--- src/rtl/udma_cs_pkg.sv ---
package udma_cs_pkg;
   localparam int REG_CTL    = 0;
   localparam int REG_OP     = 1;
   localparam int REG_STAT   = 2;
   localparam int REG_STOP   = 3;

   localparam int BIT_DREQ   = 16;
   localparam int BIT_FAULT  = 17;
   localparam int BIT_BUSY   = 18;
   localparam int BIT_NDOUT  = 24;
   localparam int BIT_NDIN   = 25;
   localparam int BIT_SHORT  = 26;
   localparam int STAT_MSB   = 26;

   localparam int NUM_ERR    = 4;

   typedef enum logic [1:0] {
      SUM_IDLE   = 2'd0,
      SUM_ACTIVE = 2'd1,
      SUM_INTR   = 2'd2,
      SUM_ERROR  = 2'd3
   } summary_e;

   typedef enum logic [1:0] {
      ARM_IDLE  = 2'd0,
      ARM_DIR   = 2'd1,
      ARM_READ  = 2'd2,
      ARM_RUN   = 2'd3
   } arm_state_e;
endpackage

--- src/rtl/udma_arm_seq.sv ---
module udma_arm_seq
   import udma_cs_pkg::*;
(
   input  logic clk,
   input  logic rst_n,
   input  logic op_wr,
   input  logic op_rd,
   input  logic other_acc,
   input  logic stop,
   input  logic wr_en_bit,
   input  logic wr_dir_bit,
   output logic en_q,
   output logic dir_q
);
   arm_state_e st_q;

   always_ff @(posedge clk or negedge rst_n) begin
      if (!rst_n) begin
         st_q  <= ARM_IDLE;
         en_q  <= 1'b0;
         dir_q <= 1'b0;
      end else if (stop) begin
         st_q  <= ARM_IDLE;
         en_q  <= 1'b0;
         dir_q <= 1'b0;
      end else if (op_wr) begin
         if (!wr_en_bit) begin
            st_q  <= ARM_DIR;
            en_q  <= 1'b0;
            dir_q <= wr_dir_bit;
         end else if (st_q == ARM_READ && wr_dir_bit == dir_q) begin
            st_q  <= ARM_RUN;
            en_q  <= 1'b1;
         end else if (st_q == ARM_READ) begin
            st_q  <= ARM_DIR;
         end
      end else if (op_rd) begin
         if (st_q == ARM_DIR) st_q <= ARM_READ;
      end else if (other_acc) begin
         if (st_q == ARM_READ) st_q <= ARM_DIR;
      end
   end


   en_after_read_chk: assert property (@(posedge clk) disable iff (!rst_n)
      $rose(en_q) |-> $past(st_q) == ARM_READ);


   en_ignored_chk: assert property (@(posedge clk) disable iff (!rst_n)
      (op_wr && wr_en_bit && !stop && st_q != ARM_READ) |=> $stable(en_q) && $stable(dir_q));


   stop_clears_chk: assert property (@(posedge clk) disable iff (!rst_n)
      stop |=> !en_q && !dir_q && st_q == ARM_IDLE);
endmodule

--- src/rtl/udma_err_stat.sv ---
module udma_err_stat
   import udma_cs_pkg::*;
#(
   parameter int DATA_W        = 32,
   parameter bit STICKY_ERRORS = 1'b1
)(
   input  logic              clk,
   input  logic              rst_n,
   input  logic              eng_dreq,
   input  logic              eng_busy,
   input  logic [NUM_ERR-1:0] err_in,
   input  logic              dev_intrq,
   input  logic              clr_wr,
   input  logic [DATA_W-1:0] clr_data,
   output logic [DATA_W-1:0] stat_word,
   output summary_e          summary
);
   logic [NUM_ERR-1:0] flags;
   logic [NUM_ERR-1:0] clr_mask;

   assign clr_mask = clr_wr ? {clr_data[BIT_SHORT], clr_data[BIT_NDIN],
                               clr_data[BIT_NDOUT], clr_data[BIT_FAULT]}
                            : '0;

   generate
      if (STICKY_ERRORS) begin : g_sticky
         logic [NUM_ERR-1:0] flags_q;
         always_ff @(posedge clk or negedge rst_n) begin
            if (!rst_n) flags_q <= '0;
            else        flags_q <= (flags_q & ~clr_mask) | err_in;
         end
         assign flags = flags_q;


         sticky_hold_chk: assert property (@(posedge clk) disable iff (!rst_n)
            1'b1 |=> (($past(flags_q & ~clr_mask) & ~flags_q) == '0));


         sticky_set_chk: assert property (@(posedge clk) disable iff (!rst_n)
            (|err_in) |=> ((flags_q & $past(err_in)) == $past(err_in)));
      end else begin : g_live
         assign flags = err_in;
      end
   endgenerate

   always_comb begin
      stat_word            = '0;
      stat_word[BIT_DREQ]  = eng_dreq;
      stat_word[BIT_BUSY]  = eng_busy;
      stat_word[BIT_FAULT] = flags[0];
      stat_word[BIT_NDOUT] = flags[1];
      stat_word[BIT_NDIN]  = flags[2];
      stat_word[BIT_SHORT] = flags[3];
   end

   always_comb begin
      if (|flags)                  summary = SUM_ERROR;
      else if (dev_intrq)          summary = SUM_INTR;
      else if (eng_busy | eng_dreq) summary = SUM_ACTIVE;
      else                         summary = SUM_IDLE;
   end


   summary_intr_chk: assert property (@(posedge clk) disable iff (!rst_n)
      (stat_word[BIT_FAULT] | stat_word[BIT_NDOUT] | stat_word[BIT_NDIN] |
       stat_word[BIT_SHORT]) == (summary == SUM_ERROR));
endmodule

--- src/rtl/udma_bus_ctl.sv ---
module udma_bus_ctl #(
   parameter int CTL_W = 4
)(
   input  logic             clk,
   input  logic             rst_n,
   input  logic             ctl_wr,
   input  logic [CTL_W-1:0] ctl_data,
   input  logic             stop,
   output logic [CTL_W-1:0] ctl_q
);
   always_ff @(posedge clk or negedge rst_n) begin
      if (!rst_n)      ctl_q <= '1;
      else if (stop)   ctl_q <= '1;
      else if (ctl_wr) ctl_q <= ctl_data;
   end


   stop_idle_chk: assert property (@(posedge clk) disable iff (!rst_n)
      stop |=> (&ctl_q));
endmodule

--- src/rtl/udma_ctl_stat.sv ---
module udma_ctl_stat
   import udma_cs_pkg::*;
#(
   parameter int ADDR_W        = 2,
   parameter int DATA_W        = 32,
   parameter bit STICKY_ERRORS = 1'b1
)(
   input  logic              clk,
   input  logic              rst_n,
   input  logic              bus_wr,
   input  logic              bus_rd,
   input  logic [ADDR_W-1:0] bus_addr,
   input  logic [DATA_W-1:0] bus_wdata,
   output logic [DATA_W-1:0] bus_rdata,
   input  logic              eng_dreq,
   input  logic              eng_fault,
   input  logic              eng_busy,
   input  logic              eng_nd_out,
   input  logic              eng_nd_in,
   input  logic              eng_short,
   input  logic              dev_intrq,
   output logic              xfer_en,
   output logic              xfer_dir,
   output logic              cs0_n,
   output logic              cs1_n,
   output logic              rd_stb_n,
   output logic              wr_stb_n,
   output logic [1:0]        summary
);
   localparam int CTL_W = 4;

   generate
      if (DATA_W <= STAT_MSB) begin : g_bad_width
         $error("DATA_W must exceed the highest status bit");
      end
      if (ADDR_W < 2) begin : g_bad_addr
         $error("ADDR_W must cover four registers");
      end
   endgenerate

   logic sel_ctl, sel_op, sel_stat, sel_stop;
   logic any_acc, stop;
   logic [CTL_W-1:0] ctl_q;
   logic [DATA_W-1:0] stat_word;
   summary_e sum_code;

   assign sel_ctl  = bus_addr == ADDR_W'(REG_CTL);
   assign sel_op   = bus_addr == ADDR_W'(REG_OP);
   assign sel_stat = bus_addr == ADDR_W'(REG_STAT);
   assign sel_stop = bus_addr == ADDR_W'(REG_STOP);
   assign any_acc  = bus_wr | bus_rd;
   assign stop     = bus_wr & sel_stop;

   udma_arm_seq i_arm (
      .clk        (clk),
      .rst_n      (rst_n),
      .op_wr      (bus_wr & sel_op),
      .op_rd      (!bus_wr & bus_rd & sel_op),
      .other_acc  (any_acc & !sel_op),
      .stop       (stop),
      .wr_en_bit  (bus_wdata[0]),
      .wr_dir_bit (bus_wdata[1]),
      .en_q       (xfer_en),
      .dir_q      (xfer_dir)
   );

   udma_err_stat #(
      .DATA_W        (DATA_W),
      .STICKY_ERRORS (STICKY_ERRORS)
   ) i_stat (
      .clk       (clk),
      .rst_n     (rst_n),
      .eng_dreq  (eng_dreq),
      .eng_busy  (eng_busy),
      .err_in    ({eng_short, eng_nd_in, eng_nd_out, eng_fault}),
      .dev_intrq (dev_intrq),
      .clr_wr    (bus_wr & sel_stat),
      .clr_data  (bus_wdata),
      .stat_word (stat_word),
      .summary   (sum_code)
   );

   udma_bus_ctl #(.CTL_W(CTL_W)) i_ctl (
      .clk      (clk),
      .rst_n    (rst_n),
      .ctl_wr   (bus_wr & sel_ctl),
      .ctl_data (bus_wdata[CTL_W-1:0]),
      .stop     (stop),
      .ctl_q    (ctl_q)
   );

   assign cs0_n    = ctl_q[0];
   assign cs1_n    = ctl_q[1];
   assign rd_stb_n = ctl_q[2];
   assign wr_stb_n = ctl_q[3];
   assign summary  = sum_code;

   always_comb begin
      bus_rdata = '0;
      if (bus_rd) begin
         if (sel_ctl)       bus_rdata[CTL_W-1:0] = ctl_q;
         else if (sel_op)   bus_rdata[1:0] = {xfer_dir, xfer_en};
         else if (sel_stat) bus_rdata = stat_word;
      end
   end


   dir_write_chk: assert property (@(posedge clk) disable iff (!rst_n)
      (bus_wr && sel_op && !bus_wdata[0]) |=> !xfer_en && xfer_dir == $past(bus_wdata[1]));


   ctl_write_chk: assert property (@(posedge clk) disable iff (!rst_n)
      (bus_wr && sel_ctl) |=> ctl_q == $past(bus_wdata[CTL_W-1:0]));
endmodule

--- config.mk ---
export PLATFORM = sky130hd
export DESIGN_NAME = udma_ctl_stat
export DESIGN_NICKNAME = d
export VERILOG_FILES = /design/src/rtl/udma_cs_pkg.sv /design/src/rtl/udma_arm_seq.sv /design/src/rtl/udma_err_stat.sv /design/src/rtl/udma_bus_ctl.sv /design/src/rtl/udma_ctl_stat.sv
export SDC_FILE = /design/constraint.sdc
export NUM_CORES = 1
export LEC_CHECK = 0
export ABC_AREA = 1
export BUFFER_PORTS_ARGS = -buffer_cell sky130_fd_sc_hd__buf_4
export CAP_MARGIN = 40
export CORE_ASPECT_RATIO = 1.5
export CORE_MARGIN = 2
export CORE_UTILIZATION = 35
export CTS_CLUSTER_SIZE = 8
export DETAILED_ROUTE_END_ITERATION = 6
export PLACE_DENSITY = 0.81
export SLEW_MARGIN = 20
export SYNTH_ARGS = -nofsm -noshare
export SYNTH_HDL_FRONTEND = slang
export SYNTH_SLANG_ARGS = --single-unit
--- constraint.sdc ---
create_clock -name clk -period 1.45 [get_ports clk]
set_clock_uncertainty 0.15 [all_clocks]
set_input_delay 0.29 -clock clk [delete_from_list [all_inputs] [get_ports clk]]
set_output_delay 0.29 -clock clk [all_outputs]
set_load 0.01 [all_outputs]
# --- Yosys cells after proc, flatten, opt, wreduce, memory -nomap -nowiden ---
# Cells that the tools add are included.
# Widths: inputs -> output; s select.
totals:
  ff_bits: 12
  out_inout_bits: 40
  word_cells: 64
op_classes:
  n_reduce_logical: 11
  n_eq_ne: 9
  bitwise_logic: 12
  mux: 27
ops:
  columns: ["cell", "count"]
  rows:
  - ["$mux 32", 1]
  - ["$mux 28", 1]
  - ["$mux 27", 1]
  - ["$mux 25", 1]
  - ["$mux 2", 11]
  - ["$mux 4", 4]
  - ["$mux 1", 8]
  - ["$and 1x1->1", 7]
  - ["$eq 2x2->1 const B", 3]
  - ["$reduce_and 2->1", 3]
  - ["$and 4x4->4", 1]
  - ["$eq 2x1->1 const B", 2]
  - ["$ne 4x3->1 const B", 1]
  - ["$not 4->4", 1]
  - ["$or 4x4->4", 1]
  - ["$reduce_bool 2->1", 2]
  - ["$reduce_bool 4->1", 1]
  - ["$reduce_or 4->1", 1]
  - ["$ne 3x1->1 const B", 1]
  - ["$logic_not 1->1", 2]
  - ["$logic_not 2->1", 1]
  - ["$ne 2x1->1 const B", 1]
  - ["$or 1x1->1", 2]
  - ["$eq 1x1->1", 1]
  - ["$logic_and 1x1->1", 1]

# --- Logic depth before layout (Yosys ltp) ---
# Gate-level depths: netlist (run 1).
logic_depth:
  depth_word: 7
  depth_mapped: 8
  mapped_depth_nobuf: 8

# --- Hierarchy ---
# A second synthesis (run 1) with hierarchy kept.
hier_totals:
  hier_cells: 201
  area_unflattened_um2: 1388.8
modules_own_cells:
  columns: ["module", "cells_each", "instances", "area_each_um2"]
  rows:
  - ["udma_ctl_stat", 90, 1, 559.3]
  - ["udma_err_stat", 52, 1, 404.1]
  - ["udma_arm_seq", 41, 1, 262.8]
  - ["udma_bus_ctl", 18, 1, 162.7]

# --- Worst setup path before layout (run 1) ---
# OpenSTA, ideal clock, no wires.
synth_path:
  path_kind: "input to output"
  startpoint: "in bus_addr[1]"
  endpoint: "out bus_rdata[16]"
  path_stages: 4
  path_slack_ns: 0.163
  required_ns: 1.010
  path_buffers: 0
  arrival_ns: 0.847
  path_cell_list: "inv_1 > nor2_2 > nand2_1 > nor2_1"
synth_between:
  elab_chain_len: 5
  word_cells_on_any_way: 7
  cone_classes: "2 x eq/ne; 4 x mux; 1 x reduce/logical"
synth_rtl:
  columns: ["element", "line", "rtl"]
  rows:
  - ["start, declared", "udma_ctl_stat.sv:12", "input logic [ADDR_W-1:0] bus_addr,"]
  - ["$eq 2x2->1", "udma_ctl_stat.sv:49", "assign sel_stat = bus_addr == ADDR_W'(REG_STAT);"]
  - ["$mux 27", "udma_ctl_stat.sv:103", "else if (sel_stat) bus_rdata = stat_word;"]
  - ["$mux 25", "udma_ctl_stat.sv:102", "else if (sel_op) bus_rdata[1:0] = {xfer_dir, xfer_en};"]
  - ["$mux 28 (*)", "udma_ctl_stat.sv:101", "if (sel_ctl) bus_rdata[CTL_W-1:0] = ctl_q;"]
  - ["$mux 32 (*)", "udma_ctl_stat.sv:100", "if (bus_rd) begin"]
  - ["end, declared", "udma_ctl_stat.sv:14", "output logic [DATA_W-1:0] bus_rdata,"]
# Mark *: on every way between the ends. The rest lies on a longest branch, timed or not.

# --- Final worst setup path (run 1) ---
layout_path:
  startpoint: "reg i_stat.g_sticky.flags_q[3], in the netlist i_stat.flags[3]"
  endpoint: "out summary[1]"
layout_between:
  elab_chain_len: 2
layout_rtl:
  columns: ["element", "line", "rtl"]
  rows:
  - ["start, declared", "udma_err_stat.sv:27", "logic [NUM_ERR-1:0] flags_q;"]
  - ["start signal, assigned", "udma_err_stat.sv:30", "else flags_q <= (flags_q & ~clr_mask) | err_in;"]
  - ["$reduce_or 4->1", "udma_err_stat.sv:57", "if (|flags) summary = SUM_ERROR;"]
  - ["$mux 2", "udma_err_stat.sv:57", null]
  - ["end, declared", "udma_ctl_stat.sv:28", "output logic [1:0] summary"]
# Every way passes these cells.

==> impl_metrics.csv, run 1 <==
group,metric,value,unit
floorplanning,rows,22,
synthesis,synth_seq_cells,12,
floorplanning,initial_core_util,0.368,
sta,min_period,1.65,ns
placed_design,numPortBuffers,38,
sta,period_share,1.14,
global_routing,met2_usage,0.262,
drt,wire_per_inst,10.1,um
hold_path,min-delay-path-class,"primary input to register",
finish,fin_util,0.532,
run,drv_cap,0,
floorplanning,die_h,66.2,um
floorplanning,ios,85,
sta,finalHoldViolCount,0,
finish,syn_to_final_growth,44.5,%
critical_path,path_buf_inv,1,
drt,drc_errors,0,
clock_network,cts_max_level,1,
run_status,outcome,"complete, but fails checks",
sta,setup_slack,-0.197,ns
clock_network,clk_path_buf_depth,2,
global_routing,met3_usage,0.0273,
global_routing,grt-busiest-layer,"met2",
drt,first_iter_violations,18,
placed_design,gp_congestion,0.706,
synthesis,syn_area_per_cell,7.05,sq um
critical_path,cp.depth,3,
global_routing,grt_use_total,0.141,
floorplanning,die-area,3010,sq um
global_routing,grt_first_pass_wirelength,3.05,mm
drt,ant_nets,0,
global_routing,grt_pass1_vias,795,
synthesis,yosys_warnings,0,
critical_path,crit_path_max_fanout,2,
hold_path,whs_path_depth,2,
critical_path,cp-end-kind,"output port",
clock_network,cts.sinks,12,
critical_path,max_stage_delay,0.39,ns
critical_path,r2r_cells,6,
critical_path,crit_path_top_delay_cell,"dfrtp_1",
sta,rsz0062_at_grt,"yes",
critical_path,crit_family,"simple AND/OR/NAND/NOR gates",
finish,nNetsFinal,227,
critical_path,critPathKind,"register to output port",
floorplanning,fp.coreArea,2450,sq um
sta,setup-violations-final,8,
critical_path,cp.arrival,1.21,ns
clock_network,numCtsBuffers,3,
clock_network,cts_tree,"yes",
synthesis,postSynthCellCount,128,
power,vdd_drop_max,0.359,mV
drt,dr.pass1.iters,4,
placed_design,dp.cells,196,
critical_path,cp_cell_sequence,"nor4_2, nand2_1, buf_6",
global_routing,grt_overflow,0,
critical_path,required,1.01,ns
clock_network,root_buffer,"clkbuf_4",
global_routing,antenna_found_initial,0,
clock_network,clk_latency,0.28,ns
global_routing,grt_max_degree,13,
synthesis,yosys.area.top_type,"dfrtp_1",
sta,max_freq,607,MHz
synthesis,ys_types,18,
synthesis,synth_top_area_share,0.222,
clock_network,clk_pin_slew,0.08,ns
synthesis,synth_area_leaders,"dfrtp_1 (22%), buf_4 (19%), dfstp_2 (12%)",
placed_design,place_hpwl,1.58,mm
sta,drv_slew,0,
critical_path,cp-start-kind,"register",
finish,layout-drive-gt1-share,0.392,
drt,vias,945,
power,p_leak,0.745,nW
finish,diodes,0,
power,powerDensity,727,nW/um^2
drt,finalWirelength,2.07,mm
run_status,violations,"negative setup slack",
floorplanning,die_w,45.5,um
global_routing,use_met1,0.135,
synthesis,synth_area,902,sq um
synthesis,ys_seq_area_frac,0.338,
critical_path,r2r_setup_slack,0.20,ns
finish,stdcell_count,205,
drt,viasPerCell,4.61,
[registers in the layout (all words and copies together) (netlist names)]
name and count:
i_arm.dir_q 1, i_arm.en_q 1, i_arm.st_q 2, i_ctl.ctl_q 4, i_stat.flags 4
[synthesized netlist by cell type]
master,n
dfstp_2,4
nor4_1,1
nand2_1,18
inv_1,22
o22ai_1,3
dfrtp_1,8
nor2_4,1
nor2_2,1
buf_4,23
conb_1,1
nor3_2,1
o21ai_0,11
a21o_1,4
a21oi_1,2
nand3_1,12
inv_2,1
nand4_1,1
nor2_1,14
[logic make-up after synthesis]
family,synth area share
AOI/OAI and AO/OA,0.126
and+or+nand+nor,0.244
other,0.00416
DFF,0.338
buffers and inverters,0.287
[final cells by class]
type                            instances  area, sq um
Tap cell                               24         30.0
Multi-Input combinational cell         91          450
Inverter                               23         86.3
Sequential cell                        12          305
Fill cell                             244         1150
Clock buffer                            4         26.3
Timing Repair Buffer                   51          405
[path summary, 6_finish.rpt]
| path | from | endpoint |
|---|---|---|
| setup / recovery | i_stat.flags[3] | summary[1] |
| hold / removal | eng_short | i_stat.flags[3] |
| setup reg to reg | i_arm.st_q[0] | i_arm.st_q[0] |
| hold reg to reg | i_arm.st_q[1] | i_arm.st_q[1] |
| max in group asynchronous | rst_n | i_ctl.ctl_q[2] |
| min in group asynchronous | rst_n | i_stat.flags[0] |
[what timing repair did]
action	CTS	global route
gates resized for setup	9	4
setup endpoints to repair	12	11
endpoints found under the hold margin	12	0
hold buffers	1	0
buffers inserted	3	1
pin swaps	6	2
[routing by layer]
layer / up-vias / routed length (um)
met1: 435 / 708
li1: 462 / -
met5: - / 0
met2: 43 / 1160
met3: 5 / 158
met4: 0 / 40
[cell usage in the layout (no fill, tap or decap), types with 2 or more instances in the layout]
cell / n
conb_1: 22
o21ai_0: 11
nor2_4: 2
inv_1: 18
nor2_1: 13
clkbuf_4: 3
dfstp_2: 4
nand2_1: 17
buf_4: 47
o22ai_2: 2
inv_2: 5
a21o_1: 4
buf_6: 2
a21oi_1: 2
nand3_1: 11
dfrtp_1: 8
[stage by stage]
step | cell area, sq um | hold WS [ns] | setup TNS, ns | worst slack, ns | power (W)
after floorplan | 981 | -0.156 | 0 | 0.163 | 0.000600
after global placement | 1200 | -0.0121 | -0.262 | -0.0495 | 0.000697
after detailed placement | 1200 | -0.0105 | -0.318 | -0.0546 | 0.000703
after CTS | 1280 | 0.0312 | -0.724 | -0.186 | 0.000948
after global routing | 1300 | 0.0282 | -1.00 | -0.240 | 0.00101
final | 1300 | 0.0294 | -0.706 | -0.197 | 0.000948
[power breakdown]
part | internal, W | switching, W | leakage (nW)
clock network | 0.000107 | 0.000112 | 0.0150
registers | 0.000381 | 0.0000258 | 0.133
logic | 0.000150 | 0.000172 | 0.597
Note: power is estimated with default switching activity, not from simulation.
==> inputs of run 2 (changes only) <==
--- a/config.mk
+++ b/config.mk
@@ -9,7 +9,6 @@
 export BUFFER_PORTS_ARGS = -buffer_cell sky130_fd_sc_hd__buf_4
 export CAP_MARGIN = 40
 export CORE_ASPECT_RATIO = 1.5
-export CORE_MARGIN = 2
 export CORE_UTILIZATION = 35
 export CTS_CLUSTER_SIZE = 8
 export DETAILED_ROUTE_END_ITERATION = 6
==> impl_metrics.csv, run 2 (synthesis gave the netlist of run 1 again) <==
group,metric,value,unit
run_status,outcome,"complete, but fails checks",
run_status,violations,"design-rule violations, negative setup slack",
critical_path,crit_path_max_fanout,2,
finish,layout-drive-gt1-share,0.414,
sta,drv_slew,0,
finish,regArea,305,sq um
sta,min_period,1.66,ns
drt,viasPerCell,4.44,
hold_path,hp-start,"eng_fault",
floorplanning,initial_core_util,0.368,
critical_path,r2r_cells,8,
global_routing,grt_pass1_vias,790,
clock_network,cts_tree,"yes",
critical_path,required,1.01,ns
sta,period_share,1.14,
critical_path,r2r_setup_slack,0.24,ns
sta,setup_slack,-0.207,ns
placed_design,place_hpwl,1.51,mm
floorplanning,fp.coreArea,2450,sq um
drt,finalWirelength,1.98,mm
clock_network,clk_path_buf_depth,2,
finish,nNetsFinal,227,
global_routing,grt_use_total,0.142,
critical_path,path_buf_inv,1,
clock_network,cts_max_level,1,
critical_path,crit_family,"flip-flops",
hold_path,hold_end,"i_stat.flags[0]",
power,power.total,0.00102,W
critical_path,cp-end-kind,"output port",
sta,rsz0062_at_grt,"yes",
placed_design,numPortBuffers,38,
placed_design,gp_congestion,0.696,
finish,syn_to_final_growth,47.7,%
floorplanning,die_h,64.2,um
finish,fin_util,0.544,
finish,diodes,0,
floorplanning,die_w,43.5,um
critical_path,cp.arrival,1.22,ns
power,p_leak,0.763,nW
global_routing,grt_first_pass_wirelength,3.02,mm
critical_path,cp-start-kind,"register",
finish,multiInputGateArea,467,sq um
floorplanning,rows,22,
sta,max_freq,603,MHz
critical_path,max_stage_delay,0.41,ns
floorplanning,die-area,2790,sq um
finish,final_common_cell,"buf_4",
sta,setup-tns-final,-0.776,ns
hold_path,whs_path_depth,2,
clock_network,numCtsBuffers,3,
clock_network,cts.sinks,12,
hold_path,min-delay-path-class,"primary input to register",
sta,finalHoldViolCount,0,
finish,layout_common_cells,"buf_4 (44), conb_1 (22), nand2_1 (17)",
power,powerDensity,764,nW/um^2
power,vdd_drop_max,0.426,mV
global_routing,grt_overflow,0,
run,drv_cap,0,
drt,vias,910,
global_routing,antenna_found_initial,0,
clock_network,clk_pin_slew,0.08,ns
sta,setup-violations-final,8,
drt,drc_errors,12,
critical_path,rr_endpoint,"i_arm.st_q[1]",
critical_path,cp_cell_sequence,"nor4_4, nand2_1, buf_6",
drt,first_iter_violations,24,
global_routing,grt_max_degree,13,
drt,dr.pass1.iters,6,
finish,design_area,1330,sq um
placed_design,dp_slack,-0.0270,ns
critical_path,crit_path_top_delay_cell,"dfrtp_1",
drt,wire_per_inst,9.64,um
critical_path,reg2reg_from,"i_arm.st_q[1]",
critical_path,critPathKind,"register to output port",
placed_design,place_area,1160,sq um
clock_network,root_buffer,"clkbuf_4",
finish,n_fill_cell,234,
drt,ant_nets,0,
clock_network,clk_latency,0.28,ns
floorplanning,ios,85,
==> run 2: cell types whose count changed in the layout (fill, tap and decap cells not counted), moves of 2 or more <==
cell   previous run  this run
inv_1            18        16
inv_2             5         7
buf_6             2         6
buf_4            47        44
==> run 2: per-layer routing <==
layer,part of all wire,global-route usage
met1,0.37,0.145
met2,0.55,0.258
met3,0.064,0.0339
met4,0.017,0.0703
met5,0,0
==> run 2: worst max path at each step <==
stage               cells after the start             from  slack, ns       endpoint
floorplan                               4      bus_addr[1]       0.16  bus_rdata[16]
global placement                        5      bus_addr[1]      -0.03   bus_rdata[1]
detailed placement                      5      bus_addr[1]      -0.03   bus_rdata[1]
CTS                                     3  i_stat.flags[3]      -0.21     summary[0]
global route                            3  i_stat.flags[3]      -0.28     summary[1]
finish                                  3  i_stat.flags[3]      -0.21     summary[1]
==> run 2: area by class of cell <==
cell class | count | share of cell area
Clock buffer | 4 | 0.0272
Sequential cell | 12 | 0.229
Multi-Input combinational cell | 91 | 0.350
Timing Repair Buffer | 51 | 0.306
Inverter | 23 | 0.0648
Tap cell | 24 | 0.0225
==> run 2: through the flow <==
step	std cells	hold slack [ns]
detailed placement	193	-0.0104
finish	205	0.0324
global placement	193	-0.0129
global route	205	0.0294
CTS	202	0.0323
floorplan	149	-0.156
==> run 2: repair_timing <==
action / 4_1_cts / 5_1_grt
setup buffers: 4 / 3
pin swaps: 6 / 4
gates resized for setup: 9 / 13
hold buffers: 1 / 0
cloned: 0 / 0
hold endpoints to repair: 12 / 0
endpoints found under the setup margin: 11 / 13
==> run 2: power breakdown <==
part	switching (W)	total, W	internal [W]
Clock	0.000117	0.000269	0.000153
Combinational	0.000174	0.000340	0.000166
Sequential	0.0000271	0.000409	0.000381
Total	0.000318	0.00102	0.000700
==> run 2: worst register-to-register path, delay by kind of cell, from the launching register on <==
family                 cells  cell delay, ns
flip-flops                 1            0.38
AND/OR/NAND/NOR            7            0.48
buffers and inverters      1            0.09
